<file path="config.mk">
export PLATFORM = sky130hd
export DESIGN_NAME = feature_tagger
export DESIGN_NICKNAME = d
export VERILOG_FILES = /design/src/rtl/feature_tagger.sv
export SDC_FILE = /design/constraint.sdc
export NUM_CORES = 1
export LEC_CHECK = 0
export BUFFER_PORTS_ARGS = -buffer_cell sky130_fd_sc_hd__buf_2
export CAP_MARGIN = 20
export CORE_MARGIN = 1.5
export CORE_UTILIZATION = 40
export DETAILED_ROUTE_END_ITERATION = 16
export PLACE_DENSITY_LB_ADDON = 0.12
export SLEW_MARGIN = 20
export SYNTH_ARGS = -nofsm -noshare
export SYNTH_HDL_FRONTEND = slang
export SYNTH_SLANG_ARGS = --single-unit
</file>
<file path="constraint.sdc">
create_clock -name clk -period 7.96 [get_ports clk]
set_input_delay 1.592 -clock clk [delete_from_list [all_inputs] [get_ports clk]]
set_output_delay 1.592 -clock clk [all_outputs]
set_load 0.02 [all_outputs]
</file>
<file path="src/rtl/feature_tagger.sv">
module feature_tagger #(
  parameter int DATA_W = 12,
  parameter int ROWS   = 64,
  parameter int COLS   = 64,
  localparam int ROW_W = $clog2(ROWS),
  localparam int COL_W = $clog2(COLS)
) (
  input  logic              clk,
  input  logic              rst_n,
  input  logic [DATA_W-1:0] thresh,
  input  logic              in_valid,
  output logic              in_ready,
  input  logic [DATA_W-1:0] in_data,
  output logic              out_valid,
  input  logic              out_ready,
  output logic [ROW_W-1:0]  out_row,
  output logic [COL_W-1:0]  out_col,
  output logic              out_sof,
  output logic              out_eof
);

  logic [ROW_W-1:0]  row_q;
  logic [COL_W-1:0]  col_q;
  logic [DATA_W-1:0] thr_q;

  wire accept   = in_valid && in_ready;
  wire at_start = (row_q == '0) && (col_q == '0);
  wire last_col = (col_q == COL_W'(COLS-1));
  wire last_row = (row_q == ROW_W'(ROWS-1));
  wire [DATA_W-1:0] thr_eff = at_start ? thresh : thr_q;
  wire hit = in_data > thr_eff;

  assign in_ready = !out_valid || out_ready;

  always_ff @(posedge clk) begin
    if (!rst_n) begin
      row_q     <= '0;
      col_q     <= '0;
      thr_q     <= '0;
      out_valid <= 1'b0;
      out_row   <= '0;
      out_col   <= '0;
      out_sof   <= 1'b0;
      out_eof   <= 1'b0;
    end else if (accept) begin
      if (at_start) thr_q <= thresh;
      col_q     <= last_col ? '0 : col_q + 1'b1;
      if (last_col) row_q <= last_row ? '0 : row_q + 1'b1;
      out_valid <= 1'b1;
      out_row   <= hit ? row_q : '0;
      out_col   <= hit ? col_q : '0;
      out_sof   <= at_start;
      out_eof   <= last_col && last_row;
    end else if (out_ready) begin
      out_valid <= 1'b0;
    end
  end

  p_hold_r7: assert property (@(posedge clk) disable iff (!rst_n)
    out_valid && !out_ready |=> out_valid && $stable({out_row, out_col, out_sof, out_eof}));

  p_accept_r8: assert property (@(posedge clk) disable iff (!rst_n)
    in_valid && in_ready |=> out_valid);

  p_sof_pos_r5: assert property (@(posedge clk) disable iff (!rst_n)
    out_valid && out_sof |-> out_row == '0 && out_col == '0 && !out_eof);

  p_eof_pos_r5: assert property (@(posedge clk) disable iff (!rst_n)
    out_valid && out_eof |-> (out_row == ROW_W'(ROWS-1) && out_col == COL_W'(COLS-1))
                          || (out_row == '0 && out_col == '0));

  p_col_step_r4: assert property (@(posedge clk) disable iff (!rst_n)
    accept && !last_col |=> col_q == $past(col_q) + 1'b1 && row_q == $past(row_q));

  p_row_step_r4: assert property (@(posedge clk) disable iff (!rst_n)
    accept && last_col && !last_row |=> col_q == '0 && row_q == $past(row_q) + 1'b1);

  p_thr_hold_r6: assert property (@(posedge clk) disable iff (!rst_n)
    !(accept && at_start) |=> $stable(thr_q));

  p_idle_r1: assert property (@(posedge clk) $rose(rst_n) |-> !out_valid);

endmodule

</file>
# ---- Word level (Yosys, flattened, before mapping)
# Index checks and enable logic that the tools add are counted.
dict set report classes {
  add_sub_neg 2
  multipliers 0
  div 0
  magnitude_cmp 1
  eq_ne 2
  n_shift 0
  mux 7
  bitwise 0
  n_reduce_logical 9
}
# cell n
set ops {}
lappend ops {{two-way mux 6 bit} 4}
lappend ops {{adder 6 x 1 -> 6 bit (second input constant)} 2}
lappend ops {{equality test 6 bit (second input constant)} 2}
lappend ops {{greater-than comparator 12 bit} 1}
lappend ops {{zero test 6 bit} 2}
lappend ops {{two-way mux 12 bit} 1}
lappend ops {{logical AND 1 bit} 3}
lappend ops {{two-way mux 1 bit} 2}
lappend ops {{AND reduction 2 bit} 1}
lappend ops {{nonzero test 2 bit} 1}
lappend ops {{zero test 1 bit} 1}
lappend ops {{logical OR 1 bit} 1}
dict set report word_totals {
  regBits 39
  latch_bits 0
  mem_bits_rw 0
  mem_bits_ro 0
  inputBits 28
  output_inout_bits 16
  memories 0
}

# ---- Logic depth before layout (Yosys ltp)
# Gate-level depths: netlist (run 1).
dict set report depth {
  word_depth 5
  depth_mapped 12
  mapped_depth_nobuf 10
}

# ---- Worst setup path before layout (run 1)
# OpenSTA, ideal clock, no wires.
dict set report synth_path {
  path_kind {in2out}
  from {in out_ready}
  to {out in_ready}
  arrival_time_ns 1.822
  required_time_ns 6.368
  slack_ns 4.546
  stages 1
  n_path_buf 0
  path_cell_list {nand2b_2}
}
dict set report synth_via {
  elab_chain_cells 1
}
# element line_no
set synth_rtl {}
lappend synth_rtl {{from (decl)} 15} ;# input logic out_ready,
lappend synth_rtl {{logical OR 1 bit} 33} ;# assign in_ready = !out_valid || out_ready;
lappend synth_rtl {{to (decl)} 12} ;# output logic in_ready,
# No other way between the ends.

# ---- Final worst setup path (run 1)
# Same ends and word-level chain as after synthesis.

==> results of run 1 <==
state kept, by name (all words and copies together) (netlist names):
| name | cells |
|---|---|
| out_row | 6 |
| row_q | 6 |
| out_valid | 1 |
| thr_q | 12 |
| out_sof | 1 |
| col_q | 6 |
| out_eof | 1 |
| out_col | 6 |
layer usage:
layer / global-route usage [%] / routed length [um] / up-vias
li1: - / - / 929
met1: 18.8 / 2050 / 795
met2: 30.3 / 2040 / 33
met3: 3.70 / 206 / 6
met4: 6.55 / 67 / 0
met5: 0 / 0 / -
metrics by stage:
stage	utilization [%]	hold WS [ns]	total power [W]	cells	area [sq um]
detailed placement	46.2	0.445	0.000295	348	2360
finish	47.9	0.453	0.000425	355	2440
floorplan	-	0.432	0.000272	248	2110
global placement	46.2	0.439	0.000295	348	2360
CTS	47.9	0.456	0.000433	355	2440
global route	47.9	0.475	0.000450	355	2440
logic make-up after synthesis:
logic type / count (synthesis)
multiplexers: 13
buffers and inverters: 24
AND/OR/NAND/NOR: 89
adder cells (fa/ha/maj): 16
XOR/XNOR: 9
flip-flops: 39
AO/OA/AOI/OAI: 58
worst max path at each step:
stage               depth (start not counted)  slack [ns]         end      start
floorplan                                   1        4.55    in_ready  out_ready
global placement                            3        4.33    in_ready  out_ready
detailed placement                          3        4.32    in_ready  out_ready
CTS                                         3        4.32    in_ready  out_ready
global route                                9        4.14  out_row[3]   row_q[2]
finish                                      3        4.33    in_ready  out_ready
layout by cell type, fill, tap and decap left out, types with 6 or more instances in the layout:
| cell type | n |
|---|---|
| a21boi_1 | 13 |
| a21oi_1 | 16 |
| buf_2 | 43 |
| clkbuf_8 | 6 |
| dfxtp_1 | 39 |
| ha_1 | 16 |
| inv_1 | 10 |
| mux2i_1 | 12 |
| nand2_1 | 35 |
| nand3_1 | 7 |
| nor2_1 | 9 |
| nor2b_1 | 11 |
| o21ai_0 | 15 |
| o21ai_1 | 7 |
| xnor2_1 | 8 |
report_power, final:
| group | internal [W] | leakage (nW) | total, W | switching [W] |
|---|---|---|---|---|
| Combinational | 0.0000326 | 0.653 | 0.0000797 | 0.0000471 |
| Sequential | 0.000204 | 0.319 | 0.000209 | 0.00000470 |
| Clock | 0.0000680 | 0.0470 | 0.000136 | 0.0000678 |
| Total | 0.000305 | 1.02 | 0.000425 | 0.000120 |
worst register-to-register path, delay by kind of cell (launching register included):
kind	cells	cell delay [ns]
mux	1	0.41
compound gates	5	1.13
fa+ha+maj	1	0.28
simple gates	2	1.15
flops	1	0.36
cell type report:
| cell class | count | area, sq um |
|---|---|---|
| fillers | 553 | 2660 |
| repair buffers | 44 | 223 |
| clock buffers | 6 | 82.6 |
| flip-flops and latches | 39 | 781 |
| clock inverters | 1 | 5.00 |
| multi-input cells | 185 | 1230 |
| inverters | 10 | 37.5 |
| well taps | 70 | 87.6 |
==> metrics.md, run 1 <==
| Metric | Value |
|---|---|
| VDD IR max | `0.0997 mV` |
| CTS resizes | `0` |
| Main synth FF type | `dfxtp_1` |
| Final setup vio count | `0` |
| Area Growth Syn to Fin | `16.0%` |
| Fin crit share | `45.6%` |
| Dominant cell type by area after synthesis | `dfxtp_1` |
| Die W | `75.6 um` |
| # diodes | `0` |
| Mapped Area | `2110 sq um` |
| Fmax achieved | `275 MHz` |
| Hpwl dp | `3.14 mm` |
| Setup WS post-layout | `4.33 ns` |
| Number of hold buffers added after cts | `0` |
| Sink Count | `39` |
| Total CTS buffers | `5` |
| Maxcap violations | `0` |
| Synth Area in Compound Gates | `16.5%` |
| CP Buf/Inv Count | `2` |
| Seq/Total Area, Yosys | `37.0%` |
| Data required, critical path | `6.37 ns` |
| Critical R2R Launch | `row_q[2]` |
| Mapped Cells | `248` |
| Post-Synth Adder-Cell Area | `9.50%` |
| Reg2reg setup slack | `4.48 ns` |
| Min-delay src | `thr_q[5]` |
| LEAKAGE | `1.02 nW` |
| Layout Nets | `329` |
| Post-synthesis simple-gate area fraction | `22.3%` |
| Post-synthesis xor/xnor area fraction | `3.74%` |
| Clock buffer depth | `2` |
| Worst Tran Pin Value | `0.958 ns` |
| Post-Place Worst Slack | `4.32 ns` |
| First-pass GRT wire length | `7.22 mm` |
| IO Pins | `44` |
| R2R Path End | `out_col[4]` |
| Gr ovfl total | `0` |
| Hold WC Path Type | `register to register` |
| Clk slew on worst S/H paths | `0.07 ns` |
| Vias/cell | `4.97` |
| Slew margin rel. | `36.0%` |
| Cell Rows | `26` |
| Die Ht | `75.6 um` |
| Max incr delay on CP | `0.19 ns` |
| CTS tree | `yes` |
| RSZ-0062 raised after global routing | `no` |
| Largest family of logic cells by synthesized area | `simple AND/OR/NAND/NOR gates` |
| Critical-path top delay cell | `nand2b_2` |
| Routed wire length | `4.37 mm` |
| Reg2reg path depth | `9` |
| GPL Wtd Cong | `0.760` |
| Initial DRC Count | `56` |
| Fin. max-slew vios | `0` |
| Post-CTS setup buffers | `0` |
| Clk Latency, worst-skew pair | `0.29 ns` |
| Router iterations before antenna repair | `4` |
| Syn Area/Cell | `8.50 sq um` |
| YS warnings | `0` |
| Synth Net Count | `292` |
| Yosys cell types | `37` |
| H-tree levels | `2` |
| Post-DRT Antenna Nets | `0` |
| Number of synthesized flops with an enable pin | `0` |
| Hold path cells | `2` |
| Largest cells by area after synthesis | `dfxtp_1 (37%), ha_1 (9.5%), nand2_1 (6.2%)` |
| Total number of vias | `1763` |
| Total GRT Usage | `16.7%` |
| Final Critical Period | `3.63 ns` |
| Crit path capture type | `output pin` |
| CP most frequent cell | `buf_2` |
| Kind of critical path | `input pin to output pin` |
| Worst path cell trace | `buf_2 > nand2b_2 > buf_2` |
| Setup TNS | `0 ns` |
| Data arrival, critical path | `2.04 ns` |
| Full die area | `5720 sq um` |
| DRC | `0` |
| Mux share of post-synthesis cell area | `6.23%` |
| # port buffers | `43` |
| CP Max Fanout | `5` |
| Root Buffer | `clkbuf_8` |
| Largest net degree at the start of global routing | `39` |
| Outcome | `complete, no violations` |
| Post-synth ARST share | `0%` |
| Clk_skew | `0.0102 ns` |
| Fin. Hold Viols | `0` |
| Hold worst-path end | `thr_q[5]` |
| Vias in the first global route | `1670` |
| Initial core utilization | `41.3%` |
| Top-count cell post-synth | `dfxtp_1` |
| Cell family with most CP delay | `buffers and inverters` |
| Cell Pwr Density | `174 nW/um^2` |
| Commonest cells in the netlist | `dfxtp_1 (39), nand2_1 (35), a21oi_1 (16), ha_1 (16), o21ai_0 (15)` |
| Post-synth top area share | `37.0%` |
| Core area | `5110 sq um` |
| Yosys reg bits | `39` |
| Initial antenna violation count | `0` |
| WL/cell | `12.3 um` |
| Fraction of layout cells with a size suffix above 1 | `21.4%` |
| Crit path launch type | `input pin` |
Note: power is estimated with default switching activity, not from simulation.
==> run 2, diff against run 1 <==
==> constraint.sdc (replaced) <==
create_clock -name clk -period 3.4 [get_ports clk]
set_input_delay 0.68 -clock clk [delete_from_list [all_inputs] [get_ports clk]]
set_output_delay 0.68 -clock clk [all_outputs]
set_load 0.02 [all_outputs]
==> run 2 against run 1 <==
Critical path depth up 8. Power up 130%. Sequential cell count unchanged. Cell count up 1.4%. Non-clock buffer count up 4. Final area up 1.1%. Combinational power up 140%. Setup slack worse by 3.7 ns. Via count up 1.7%. Clock skew down 0.0056 ns. Critical endpoint is now out_col[4].
==> metrics.md, run 2 (same netlist as run 1, synthesis figures left out) <==
| Metric | Value |
|---|---|
| Cell Pwr Density | `402 nW/um^2 (+130%)` |
| Slew margin rel. | `60.0% (+24 points)` |
| Worst path cell trace | `inv_1 > ha_1 > nand4_1 > buf_4 > mux2i_1 > ha_1 > a21oi_1 > o221ai_1 > a221o_1 > o21ai_0 > a21oi_1` |
| Die Ht | `75.6 um (unchanged)` |
| Fmax achieved | `362 MHz` |
| # diodes | `0 (unchanged)` |
| Total number of vias | `1793 (+1.7%)` |
| Clk_skew | `0.00454 ns (-0.00565 ns)` |
| Hold WC Path Type | `register to register` |
| Initial DRC Count | `59 (+5.4%)` |
| Post-CTS setup buffers | `0 (unchanged)` |
| Filler cell count | `549 (-0.72%)` |
| Setup TNS | `0 ns (unchanged)` |
| Placed cell count | `352 (+1.1%)` |
| First-pass GRT wire length | `7.13 mm (-1.3%)` |
| Top reg by flops | `thr_q` |
| WL/cell | `12.7 um (+2.8%)` |
| Largest net degree at the start of global routing | `39 (unchanged)` |
| Kind of critical path | `register to register` |
| Cell Rows | `26 (unchanged)` |
| Number of hold buffers added after cts | `0 (unchanged)` |
| Crit path launch type | `register` |
| Post-Layout Cell Count | `360 (+1.4%)` |
| Clock buffer depth | `2 (unchanged)` |
| CP Buf/Inv Count | `2 (unchanged)` |
| Commonest non-fill, non-tap cells in the layout | `buf_2 (43), dfxtp_1 (39), nand2_1 (35)` |
| Max incr delay on CP | `0.52 ns (+0.33 ns)` |
| Vias in the first global route | `1627 (-2.6%)` |
| IO Pins | `44 (unchanged)` |
| Final setup vio count | `0 (unchanged)` |
| Initial core utilization | `41.3% (unchanged)` |
| Router iterations before antenna repair | `4 (unchanged)` |
| Most common cell after layout, fill and taps aside | `buf_2` |
| Initial antenna violation count | `0 (unchanged)` |
| Routed wire length | `4.56 mm (+4.2%)` |
| Fraction of layout cells with a size suffix above 1 | `22.8% (+1.4 points)` |
| CTS tree | `yes` |
| Maxcap violations | `0 (unchanged)` |
| LEAKAGE | `1.04 nW (+2.1%)` |
| CTS resizes | `0 (unchanged)` |
| Clk slew on worst S/H paths | `0.08 ns (about the same)` |
| Post-DRT Antenna Nets | `0 (unchanged)` |
| Critical-path top delay cell | `a221o_1` |
| Hold worst-path end | `thr_q[4]` |
| R2R Path End | `out_col[4]` |
| Outcome | `complete, no violations` |
| Sink Count | `39 (unchanged)` |
| Reg2reg setup slack | `0.63 ns (-3.85 ns)` |
| Area Growth Syn to Fin | `17.2%` |
| Fin. Hold Viols | `0 (unchanged)` |
| RSZ-0062 raised after global routing | `no` |
| Die W | `75.6 um (unchanged)` |
| Data required, critical path | `3.58 ns (-2.79 ns)` |
| GPL Wtd Cong | `0.809 (+6.5%)` |
| Layout Nets | `333 (+1.2%)` |
| Total CTS buffers | `5 (unchanged)` |
| DRC | `0 (unchanged)` |
| Hold path cells | `2 (unchanged)` |
| H-tree levels | `2 (unchanged)` |
| Hpwl dp | `3.19 mm (+1.8%)` |
| Fin crit share | `81.4%` |
| # port buffers | `43 (unchanged)` |
| Number of flip-flops in the largest register | `12 (unchanged)` |
| Worst Tran Pin Value | `0.600 ns (-0.357 ns)` |
| Post-Place Worst Slack | `0.610 ns (-3.71 ns)` |
| Full die area | `5720 sq um (unchanged)` |
| Total GRT Usage | `16.5% (-0.18 points)` |
| Setup WS post-layout | `0.634 ns (-3.69 ns)` |
| Reg2reg path depth | `11 (+2)` |
| Core Util, Final | `48.4% (+0.51 points)` |
| Vias/cell | `4.98 (+0.29%)` |
| Cell family with most CP delay | `compound AO/OA/AOI/OAI gates` |
| Gr ovfl total | `0 (unchanged)` |
| VDD IR max | `0.233 mV (+130%)` |
| Final Critical Period | `2.77 ns` |
| Data arrival, critical path | `2.94 ns (+0.90 ns)` |
| Min-delay src | `thr_q[4]` |
| Core area | `5110 sq um (unchanged)` |
| Crit path capture type | `register` |
| Clk Latency, worst-skew pair | `0.29 ns (about the same)` |
| Root Buffer | `clkbuf_8` |
| Worst hold slack | `0.455 ns (+0.00143 ns)` |
| Critical R2R Launch | `row_q[0]` |
| CP Max Fanout | `14 (+9)` |
| Fin. max-slew vios | `0 (unchanged)` |
run 2: cell types whose count changed in the layout (fill, tap and decap cells not counted), sizes merged:
cell | previous run | this run
clkinv | 1 | 3
buf | 44 | 48
clkbuf | 6 | 5
run 2: tightest hold or removal path, delay by kind of cell, from the launching register on:
| kind | cells | cell delay (ns) |
|---|---|---|
| AO/OA/AOI/OAI | 1 | 0.05 |
| flip-flops | 1 | 0.31 |
| AND/OR/NAND/NOR | 1 | 0.05 |
run 2: stage by stage:
| step | total power [W] | cell area, sq um |
|---|---|---|
| floorplan | 0.000636 | 2110 |
| global placement | 0.000697 | 2390 |
| detailed placement | 0.000696 | 2390 |
| CTS | 0.00101 | 2470 |
| global route | 0.00105 | 2470 |
| finish | 0.000994 | 2470 |
run 2: per-layer routing:
metal,up-vias,wire [um],global-route usage (%)
met4,0,66,6.55
met5,-,0,0
met2,35,2150,28.5
li1,937,-,-
met1,814,2140,19.8
met3,7,195,3.84
run 2: layout make-up:
cell class                      count  area, sq um  share of cell area (%)
Clock buffer                        5         68.8                    2.78
Clock inverter                      3         15.0                   0.608
Inverter                           10         37.5                    1.52
Multi-Input combinational cell    185         1230                    49.7
Sequential cell                    39          781                    31.6
Tap cell                           70         87.6                    3.54
Timing Repair Buffer               48          253                    10.2
run 2: power breakdown:
part           leakage, nW  switching (W)  internal, W
clock               0.0477       0.000170     0.000141
combinational        0.673       0.000112    0.0000809
sequential           0.319      0.0000113     0.000478
total                 1.04       0.000294     0.000700
run 2: worst max-delay path by stage:
stage / cells after the start / slack (ns) / from / end
floorplan: 12 / 0.70 / row_q[0] / out_col[4]
global placement: 11 / 0.64 / row_q[0] / out_row[3]
detailed placement: 11 / 0.61 / row_q[0] / out_col[4]
CTS: 11 / 0.59 / row_q[0] / out_col[4]
global route: 11 / 0.34 / row_q[0] / out_col[4]
finish: 11 / 0.63 / row_q[0] / out_col[4]
